`config.mk`:
```
export PLATFORM = sky130hd
export DESIGN_NAME = hb_gate_ctrl
export DESIGN_NICKNAME = d
export VERILOG_FILES = /design/src/rtl/hb_pkg.sv /design/src/rtl/hb_sync.sv /design/src/rtl/hb_debounce.sv /design/src/rtl/hb_gap_timer.sv /design/src/rtl/hb_interlock.sv /design/src/rtl/hb_delay_line.sv /design/src/rtl/hb_gate_ctrl.sv
export SDC_FILE = /design/constraint.sdc
export NUM_CORES = 1
export LEC_CHECK = 0
export BUFFER_PORTS_ARGS = -buffer_cell sky130_fd_sc_hd__buf_4
export CORE_ASPECT_RATIO = 0.5
export CORE_MARGIN = 4
export CORE_UTILIZATION = 63
export CTS_BUF_LIST = sky130_fd_sc_hd__clkbuf_8
export CTS_CLUSTER_SIZE = 14
export DETAILED_ROUTE_END_ITERATION = 8
export PLACE_DENSITY = 0.87
export SYNTH_ARGS = -nofsm -noshare
export SYNTH_HDL_FRONTEND = slang
export SYNTH_SLANG_ARGS = --single-unit
```
`constraint.sdc`:
```
create_clock -name clk -period 2 [get_ports clk]
set_clock_uncertainty 0.1 [all_clocks]
set_input_delay 0 -clock clk [delete_from_list [all_inputs] [get_ports clk]]
set_output_delay 0 -clock clk [all_outputs]
set_load 0.02 [all_outputs]
```
`src/rtl/hb_pkg.sv`:
```
package hb_pkg;

  // Channel index used for vectors carrying one bit per side.
  localparam int CH_HS = 0;
  localparam int CH_LS = 1;
  localparam int N_CH  = 2;

  // Nanoseconds to whole clock cycles, rounded up, never below one.
  function automatic int ns_to_cyc(input int ns, input int period_ns);
    int c;
    c = (ns + period_ns - 1) / period_ns;
    return (c < 1) ? 1 : c;
  endfunction

endpackage

```
`src/rtl/hb_sync.sv`:
```
module hb_sync #(
  parameter int W = 1
) (
  input  logic         clk,
  input  logic         rst_n,
  input  logic [W-1:0] d,
  output logic [W-1:0] q
);

  logic [W-1:0] meta_q;

  always_ff @(posedge clk or negedge rst_n) begin
    if (!rst_n) begin
      meta_q <= '0;
      q      <= '0;
    end else begin
      meta_q <= d;
      q      <= meta_q;
    end
  end

endmodule

```
`src/rtl/hb_debounce.sv`:
```
// Level qualifier: the output takes a new level only after the input has
// disagreed with it for RISE_CYC (towards 1) or FALL_CYC (towards 0)
// consecutive cycles. Any agreeing cycle restarts the count.
module hb_debounce #(
  parameter int RISE_CYC = 2,
  parameter int FALL_CYC = 2
) (
  input  logic clk,
  input  logic rst_n,
  input  logic din,
  output logic dout
);

  localparam int MAXC = (RISE_CYC > FALL_CYC) ? RISE_CYC : FALL_CYC;
  localparam int CW   = (MAXC > 1) ? $clog2(MAXC) : 1;
  localparam logic [CW-1:0] RISE_LIM = CW'(RISE_CYC - 1);
  localparam logic [CW-1:0] FALL_LIM = CW'(FALL_CYC - 1);

  logic          lvl_q, lvl_d;
  logic [CW-1:0] cnt_q, cnt_d;
  logic [CW-1:0] lim;
  logic          cnt_en;

  always_comb begin
    lim    = lvl_q ? FALL_LIM : RISE_LIM;
    lvl_d  = lvl_q;
    cnt_d  = cnt_q;
    cnt_en = 1'b1;
    if (din == lvl_q) begin
      cnt_en = (cnt_q != '0);
      cnt_d  = '0;
    end else if (cnt_q == lim) begin
      lvl_d  = din;
      cnt_d  = '0;
    end else begin
      cnt_d  = cnt_q + CW'(1);
    end
  end

  always_ff @(posedge clk or negedge rst_n) begin
    if (!rst_n) begin
      lvl_q <= 1'b0;
      cnt_q <= '0;
    end else begin
      lvl_q <= lvl_d;
      if (cnt_en) cnt_q <= cnt_d;
    end
  end

  assign dout = lvl_q;

endmodule

```
`src/rtl/hb_gap_timer.sv`:
```
// Counts cycles during which the opposite output has been off, saturating
// at GAP-1; ready means this side may turn on in the next cycle.
module hb_gap_timer #(
  parameter int GAP = 34
) (
  input  logic clk,
  input  logic rst_n,
  input  logic other_on,
  output logic ready
);

  localparam int CW = (GAP > 1) ? $clog2(GAP) : 1;
  localparam logic [CW-1:0] LIM = CW'(GAP - 1);

  logic [CW-1:0] cnt_q, cnt_d;
  logic          cnt_en;

  always_comb begin
    cnt_en = 1'b1;
    cnt_d  = cnt_q;
    if (other_on) begin
      cnt_d = '0;
    end else if (cnt_q != LIM) begin
      cnt_d = cnt_q + CW'(1);
    end else begin
      cnt_en = 1'b0;
    end
  end

  always_ff @(posedge clk or negedge rst_n) begin
    if (!rst_n) begin
      cnt_q <= '0;
    end else if (cnt_en) begin
      cnt_q <= cnt_d;
    end
  end

  assign ready = !other_on && (cnt_q == LIM);

endmodule

```
`src/rtl/hb_interlock.sv`:
```
module hb_interlock #(
  parameter int DT_HS_CYC = 34,
  parameter int DT_LS_CYC = 35
) (
  input  logic clk,
  input  logic rst_n,
  input  logic hs_cmd,
  input  logic ls_cmd,
  input  logic hs_ok,
  input  logic ls_ok,
  output logic hs_on,
  output logic ls_on
);

  logic hs_req, ls_req;
  logic hs_ready, ls_ready;
  logic hs_on_d, ls_on_d;

  // Contradictory commands blank both sides; the low-side supply also
  // powers the high-side path, so its loss masks both requests.
  assign hs_req = hs_cmd && !ls_cmd && hs_ok && ls_ok;
  assign ls_req = ls_cmd && !hs_cmd && ls_ok;

  hb_gap_timer #(.GAP(DT_HS_CYC)) u_hs_gap (
    .clk      (clk),
    .rst_n    (rst_n),
    .other_on (ls_on),
    .ready    (hs_ready)
  );

  hb_gap_timer #(.GAP(DT_LS_CYC)) u_ls_gap (
    .clk      (clk),
    .rst_n    (rst_n),
    .other_on (hs_on),
    .ready    (ls_ready)
  );

  always_comb begin
    hs_on_d = hs_req && hs_ready;
    ls_on_d = ls_req && ls_ready;
  end

  always_ff @(posedge clk or negedge rst_n) begin
    if (!rst_n) begin
      hs_on <= 1'b0;
      ls_on <= 1'b0;
    end else begin
      hs_on <= hs_on_d;
      ls_on <= ls_on_d;
    end
  end

endmodule

```
`src/rtl/hb_delay_line.sv`:
```
module hb_delay_line #(
  parameter int DEPTH = 2
) (
  input  logic clk,
  input  logic rst_n,
  input  logic d,
  output logic q
);

  generate
    if (DEPTH == 0) begin : g_wire
      assign q = d;
    end else if (DEPTH == 1) begin : g_one
      logic r_q;
      always_ff @(posedge clk or negedge rst_n) begin
        if (!rst_n) r_q <= 1'b0;
        else        r_q <= d;
      end
      assign q = r_q;
    end else begin : g_shift
      logic [DEPTH-1:0] sr_q;
      always_ff @(posedge clk or negedge rst_n) begin
        if (!rst_n) sr_q <= '0;
        else        sr_q <= {sr_q[DEPTH-2:0], d};
      end
      assign q = sr_q[DEPTH-1];
    end
  endgenerate

endmodule

```
`src/rtl/hb_gate_ctrl.sv`:
```
module hb_gate_ctrl
  import hb_pkg::*;
#(
  parameter int CLK_NS     = 10,
  parameter int FILTER_NS  = 20,
  parameter int DT_HS_NS   = 340,
  parameter int DT_LS_NS   = 350,
  parameter int UV_FALL_NS = 1300,
  parameter int UV_RISE_NS = 1100,
  parameter int XFER_CYC   = 2
) (
  input  logic clk,
  input  logic rst_n,
  input  logic hs_cmd_i,
  input  logic ls_cmd_i,
  input  logic hs_supply_ok_i,
  input  logic ls_supply_ok_i,
  output logic hs_gate_o,
  output logic ls_gate_o
);

  localparam int MPW_CYC   = ns_to_cyc(FILTER_NS, CLK_NS);
  localparam int DT_HS_CYC = ns_to_cyc(DT_HS_NS, CLK_NS);
  localparam int DT_LS_CYC = ns_to_cyc(DT_LS_NS, CLK_NS);
  localparam int FALL_CYC  = ns_to_cyc(UV_FALL_NS, CLK_NS);
  localparam int RISE_CYC  = ns_to_cyc(UV_RISE_NS, CLK_NS);

  // Reset: asserted at once, released after two clean edges.
  logic [1:0] rst_pipe_q;
  logic       core_rst_n;

  always_ff @(posedge clk or negedge rst_n) begin
    if (!rst_n) rst_pipe_q <= 2'b00;
    else        rst_pipe_q <= {rst_pipe_q[0], 1'b1};
  end
  assign core_rst_n = rst_pipe_q[1];

  // Synchronized inputs: [1:0] commands, [3:2] supply flags.
  logic [2*N_CH-1:0] raw_in, sync_in;
  logic [N_CH-1:0]   cmd_f, sup_f, on_core, gate;

  assign raw_in = {ls_supply_ok_i, hs_supply_ok_i, ls_cmd_i, hs_cmd_i};

  hb_sync #(.W(2*N_CH)) u_sync (
    .clk   (clk),
    .rst_n (core_rst_n),
    .d     (raw_in),
    .q     (sync_in)
  );

  generate
    for (genvar c = 0; c < N_CH; c++) begin : g_ch
      hb_debounce #(.RISE_CYC(MPW_CYC), .FALL_CYC(MPW_CYC)) u_cmd_filt (
        .clk   (clk),
        .rst_n (core_rst_n),
        .din   (sync_in[c]),
        .dout  (cmd_f[c])
      );

      hb_debounce #(.RISE_CYC(RISE_CYC), .FALL_CYC(FALL_CYC)) u_sup_filt (
        .clk   (clk),
        .rst_n (core_rst_n),
        .din   (sync_in[N_CH + c]),
        .dout  (sup_f[c])
      );

      // High side: transfer pipeline; low side: equal matching pipeline.
      hb_delay_line #(.DEPTH(XFER_CYC)) u_out_dly (
        .clk   (clk),
        .rst_n (core_rst_n),
        .d     (on_core[c]),
        .q     (gate[c])
      );
    end
  endgenerate

  hb_interlock #(.DT_HS_CYC(DT_HS_CYC), .DT_LS_CYC(DT_LS_CYC)) u_core (
    .clk    (clk),
    .rst_n  (core_rst_n),
    .hs_cmd (cmd_f[CH_HS]),
    .ls_cmd (cmd_f[CH_LS]),
    .hs_ok  (sup_f[CH_HS]),
    .ls_ok  (sup_f[CH_LS]),
    .hs_on  (on_core[CH_HS]),
    .ls_on  (on_core[CH_LS])
  );

  assign hs_gate_o = gate[CH_HS];
  assign ls_gate_o = gate[CH_LS];

endmodule

```
-- Word-level counts from Yosys, hierarchy flattened
Cells that the tools add are included.
- bits in registers: 50
- bits of input ports: 6
- output and inout bits: 2
- logic and storage cells: 82
- add/sub/neg operators: 6
- eq/ne operators: 10
- mux-type cells: 22
- bitwise logic cells: 4
- reductions and logical operators: 23
- operator list (cell ; count):
    2-to-1 mux 8 bit ; 6
    2-to-1 mux 6 bit ; 4
    adder 8 x 1 -> 8 bit (second input constant) ; 2
    equality test 8 bit ; 2
    nonzero test 8 bit ; 2
    adder 6 x 1 -> 6 bit (second input constant) ; 2
    equality test 6 bit (second input constant) ; 2
    2-to-1 mux 1 bit ; 12
    != test 6 bit (second input constant) ; 2
    AND reduction 2 bit ; 6
    logical AND 1 bit ; 9
    equality test 1 bit ; 4
    logical NOT 1 bit ; 4
    NOT 1 bit ; 4
    nonzero test 2 bit ; 2
    adder 1 bit (second input constant) ; 2

-- Logic depth before layout (Yosys ltp)
- depth in word-level cells: 5
- depth in mapped cells: 6
- gate-level depth less buffers: 6

-- By module
Synthesis repeated with hierarchy kept, for this count alone.
- cell total of the unflattened synthesis: 204
- area, all modules: 2302.2 µm²
- by module, submodules not included (module ; instances ; cells each ; area each (µm²) ; seq. area each (µm²)):
    hb_debounce (g_ch[0].u_sup_filt ...) ; 2 ; 55 ; 526.8 ; 225.2
    hb_gap_timer ; 2 ; 32 ; 330.3 ; 150.1
    hb_sync ; 1 ; 8 ; 200.2 ; 200.2
    hb_debounce (g_ch[0].u_cmd_filt ...) ; 2 ; 5 ; 77.6 ; 50.0
    hb_delay_line ; 2 ; 2 ; 50.0 ; 50.0
    hb_interlock ; 1 ; 5 ; 78.8 ; 50.0
    hb_gate_ctrl ; 1 ; 3 ; 53.8 ; 50.0

-- Least setup slack after synthesis
No wires, ideal clock.
- path type: register to register
- start point: reg g_ch[0].u_sup_filt.cnt_q[1]
- end point: reg g_ch[0].u_sup_filt.cnt_q[1]
- library setup time: 0.129 ns
- data arrival time: 1.436 ns
- required time: 1.771 ns
- slack: 0.335 ns
- stages on the path, launching flop included: 7
- path buffers: 0
- period minus slack after synthesis: 1.665 ns
- cells stage by stage: dfrtp_1 inv_1 ha_1 nand2b_1 o41a_1 mux2i_4 o22ai_1
- longest elaborated chain between the ends: 3
- elaborated cells on any way between the ends: 6
- classes of those cells: 1 x add/sub; 1 x eq/ne; 3 x mux; 1 x reduce/logical
- RTL lines (what ; RTL line ; source):
    start: declaration ; hb_debounce.sv:20 ; logic [CW-1:0] cnt_q, cnt_d;
    start signal: assignment ; hb_debounce.sv:46 ; if (cnt_en) cnt_q <= cnt_d;
    adder 8 x 1 -> 8 bit or equality test 8 bit (tied branches) ; hb_debounce.sv:36, hb_debounce.sv:32 ;
    2-to-1 mux 8 bit ; hb_debounce.sv:32 ; end else if (cnt_q == lim) begin
    2-to-1 mux 8 bit ; hb_debounce.sv:29 ; if (din == lvl_q) begin
Parallel ways exist; a longest one is shown, timed or not.
A chain may end at the register's enable or synchronous reset.

-- Final worst setup path
- start point: reg g_ch[0].u_sup_filt.cnt_q[1]
- end point: reg g_ch[0].u_sup_filt.cnt_q[0]
- longest elaborated chain between the ends: 3
- elaborated cells on any way between the ends: 5
- classes of those cells: 1 x eq/ne; 3 x mux; 1 x reduce/logical
- RTL lines (what ; RTL line):
    equality test 8 bit ; hb_debounce.sv:32
    2-to-1 mux 8 bit ; hb_debounce.sv:32
    2-to-1 mux 8 bit ; hb_debounce.sv:29
Parallel ways exist; a longest one is shown, timed or not.

==> flow_metrics.env <==
export IMPL_grt_overflow=0
export IMPL_antenna_found_initial=0
export IMPL_ioPinCount=8
export IMPL_clock_sinks=50
export IMPL_crit_type="flop to flop"
export IMPL_drt_total_wl_mm=3.54
export IMPL_diodes=0
export IMPL_setup_viol=0
export IMPL_ys_flop_type="dfrtp_1"
export IMPL_worst_r2r_endpoint="g_ch[0].u_sup_filt.cnt_q[0]$_DFFE_PN0P_"
export IMPL_r2r_start="g_ch[0].u_sup_filt.cnt_q[1]$_DFFE_PN0P_"
export IMPL_min_path_type="flop to async pin"
export IMPL_dieWidth_um=90.8
export IMPL_finalHoldViolations=0
export IMPL_syn_instance_count=188
export IMPL_fmaxAchievable_mhz=540
export IMPL_syn_area_um2=2160
export IMPL_detail_route_antenna_nets=0
export IMPL_clk_path_buf_depth=2
export IMPL_rsz0062_at_grt="false"
export IMPL_multi_input_area_um2=877
export IMPL_synth_distinct_cells=32
export IMPL_fin_setup_tns_ps=0
export IMPL_worstRegToRegCells=6
export IMPL_gp_routability_congestion=0.785
export IMPL_cts_clk_slew_worst_paths_ps=80
export IMPL_synth_net_count=204
export IMPL_finalNetCount=225
export IMPL_final_max_slew_viol_count=0
export IMPL_finalPower_w=0.00210
export IMPL_fillers=199
export IMPL_start_kind="flop"
export IMPL_dieArea_um2=4480
export IMPL_fin_crit_sh=0.927
export IMPL_numCtsBuffers=5
export IMPL_wl_per_cell_um=14.2
export IMPL_tritoncts="done"
export IMPL_crit_required_ps=2070
export IMPL_areaGrowthSynthToFinish_pct=12.2
export IMPL_powerDensity_nw_per_um2=866
export IMPL_portBuffers=7
export IMPL_synth_edff_count=0
export IMPL_cap_violations=0
export IMPL_die_y_um=49.4
export IMPL_layout_commonest_cell="dfrtp_1"
export IMPL_avgViaCountPerCell=5.52
export IMPL_cts_max_level=2
export IMPL_drt_iter0_markers=60
export IMPL_vdd_ir_drop_max_mv=0.547
export IMPL_vias=1380
export IMPL_crit_path_end_kind="flop"
export IMPL_rows=14
export IMPL_cp_max_fo=8
export IMPL_first_global_vias=1411
export IMPL_core_area_um2=3140
export IMPL_drive_gt1_frac=0.114
export IMPL_tightest_slew_ps=567
export IMPL_drtPass1Iterations=4
export IMPL_start_util=0.688
export IMPL_cts_setup_buffers=0
export IMPL_final_cell_mix="dfrtp_1 (49), nor2_1 (26), xnor2_1 (14)"
export IMPL_outcome="finished, final reports clean"
export IMPL_r2r_setup_slack_ps=150
export IMPL_grt_max_degree=49
export IMPL_cts_root_buf="clkbuf_8"
export IMPL_slew_headroom=0.622
export IMPL_cellLeakagePower_nw=1.06
export IMPL_syn_avg_cell_area_um2=11.5
export IMPL_yosysSeqAreaShare=0.580
export IMPL_yosys_register_bits=50
export IMPL_dpl_hpwl_mm=2.49
export IMPL_yosys_warnings=0
export IMPL_clock_latency_ps=300
export IMPL_async_reset_ff_frac=1.00
export IMPL_drc=0
export IMPL_post_route_min_period_ps=1850
export IMPL_track_usage=0.180
export IMPL_arrival_ps=1930
export IMPL_grt_pass1_wl_mm=6.32
export IMPL_final_seq_area_um2=1250
## flip-flops by register name, summed over array words and instances, names as in the netlist
name,cells
g_ch.u_sup_filt.cnt_q,16
u_core.u_hs_gap.cnt_q,6
u_core.u_ls_gap.cnt_q,6
g_ch.u_out_dly.g_shift.sr_q,4
u_sync.meta_q,4
u_sync.q,4
g_ch.u_cmd_filt.cnt_q,2
g_ch.u_cmd_filt.dout,2
g_ch.u_sup_filt.dout,2
rst_pipe_q,2
u_core.hs_on,1
u_core.ls_on,1
## power by group
part           total, W  internal, W  switching [W]
Combinational  0.000311     0.000152       0.000158
Clock          0.000573     0.000274       0.000299
Sequential      0.00121      0.00110       0.000110
Total           0.00210      0.00153       0.000568
## cell families (layout without fill, tap and decap cells)
| logic type | after synthesis | after routing | synth area share |
|---|---|---|---|
| multiplexers | 5 | 5 | 0.0301 |
| AND/OR/NAND/NOR | 75 | 75 | 0.176 |
| AO/OA/AOI/OAI | 17 | 17 | 0.0510 |
| adder cells (fa/ha/maj) | 10 | 10 | 0.0580 |
| flip-flops | 50 | 50 | 0.580 |
| other | 1 | 1 | 0.00174 |
| buffers and inverters | 8 | 30 | 0.0139 |
| XOR/XNOR | 22 | 22 | 0.0893 |
## area by class of cell
type                    count  area share
flip-flops and latches     50       0.517
clock buffers               6      0.0341
well taps                  40      0.0207
repair buffers             14      0.0496
multi-input cells         130       0.362
clock inverters             2     0.00362
inverters                   8      0.0124
## synth_stat cells, types with 2 or more instances
library cell	n	share of area
a211oi_1	2	0.0070
a21oi_1	7	0.016
a31oi_1	2	0.0058
and3_1	2	0.0058
dfrtp_1	50	0.58
ha_1	10	0.058
inv_1	8	0.014
mux2_2	2	0.010
mux2i_1	2	0.0093
nand2_1	6	0.010
nand2b_1	6	0.017
nand3_1	13	0.030
nand3b_1	2	0.0070
nand4_1	2	0.0058
nand4b_1	2	0.0081
nor2_1	26	0.045
nor3_1	7	0.016
nor4_1	4	0.012
o22ai_1	2	0.0058
xnor2_1	14	0.057
xor2_1	8	0.032
## per-layer routing
layer / track usage / wire (µm) / vias to the layer above
li1: - / - / 686
met1: 0.209 / 1600 / 670
met2: 0.326 / 1800 / 17
met3: 0.0570 / 107 / 7
met4: 0.0500 / 36 / 0
met5: 0 / 0 / -
## through the flow
| stage | instance area, µm² | worst slack (ps) | hold WS (ps) | utilization | cells |
|---|---|---|---|---|---|
| 2_1_floorplan | 2160 | 335 | -396 | - | 188 |
| 3_3_place_gp | 2270 | 249 | -317 | 0.724 | 236 |
| 3_5_place_dp | 2270 | 140 | -315 | 0.724 | 236 |
| 4_1_cts | 2420 | 100 | 247 | 0.772 | 250 |
| 5_1_grt | 2420 | 34.0 | 256 | 0.772 | 250 |
| 6_report | 2420 | 147 | 249 | 0.772 | 250 |
## critical path, cell delays in order (launching register included)
cell and delay, ps:
dfrtp_1 420, inv_2 90, ha_1 150, nand2b_1 100
o41a_1 460, mux2i_4 280, mux2i_1 120
## repair_timing
item / CTS / global route
hold endpoints to repair: 6 / 0
endpoints found under the setup margin: 0 / 3
hold buffers: 6 / 0
gates resized for setup: 0 / 1
## worst max path at each step
| stage | from | end | slack [ps] | depth (start not counted) |
|---|---|---|---|---|
| after floorplan | g_ch[0].u_sup_filt.cnt_q[1]$_DFFE_PN0P_ | g_ch[0].u_sup_filt.cnt_q[1]$_DFFE_PN0P_ | 340 | 6 |
| after CTS | g_ch[0].u_sup_filt.cnt_q[1]$_DFFE_PN0P_ | g_ch[0].u_sup_filt.cnt_q[7]$_DFFE_PN0P_ | 100 | 6 |
| after global routing | g_ch[0].u_sup_filt.cnt_q[1]$_DFFE_PN0P_ | g_ch[0].u_sup_filt.cnt_q[0]$_DFFE_PN0P_ | 30 | 6 |
| final | g_ch[0].u_sup_filt.cnt_q[1]$_DFFE_PN0P_ | g_ch[0].u_sup_filt.cnt_q[0]$_DFFE_PN0P_ | 150 | 6 |
| after global placement | g_ch[0].u_sup_filt.cnt_q[1]$_DFFE_PN0P_ | g_ch[0].u_sup_filt.cnt_q[1]$_DFFE_PN0P_ | 250 | 6 |
| after detailed placement | g_ch[0].u_sup_filt.cnt_q[1]$_DFFE_PN0P_ | g_ch[0].u_sup_filt.cnt_q[7]$_DFFE_PN0P_ | 140 | 6 |
(Power assumes the default switching activity.)
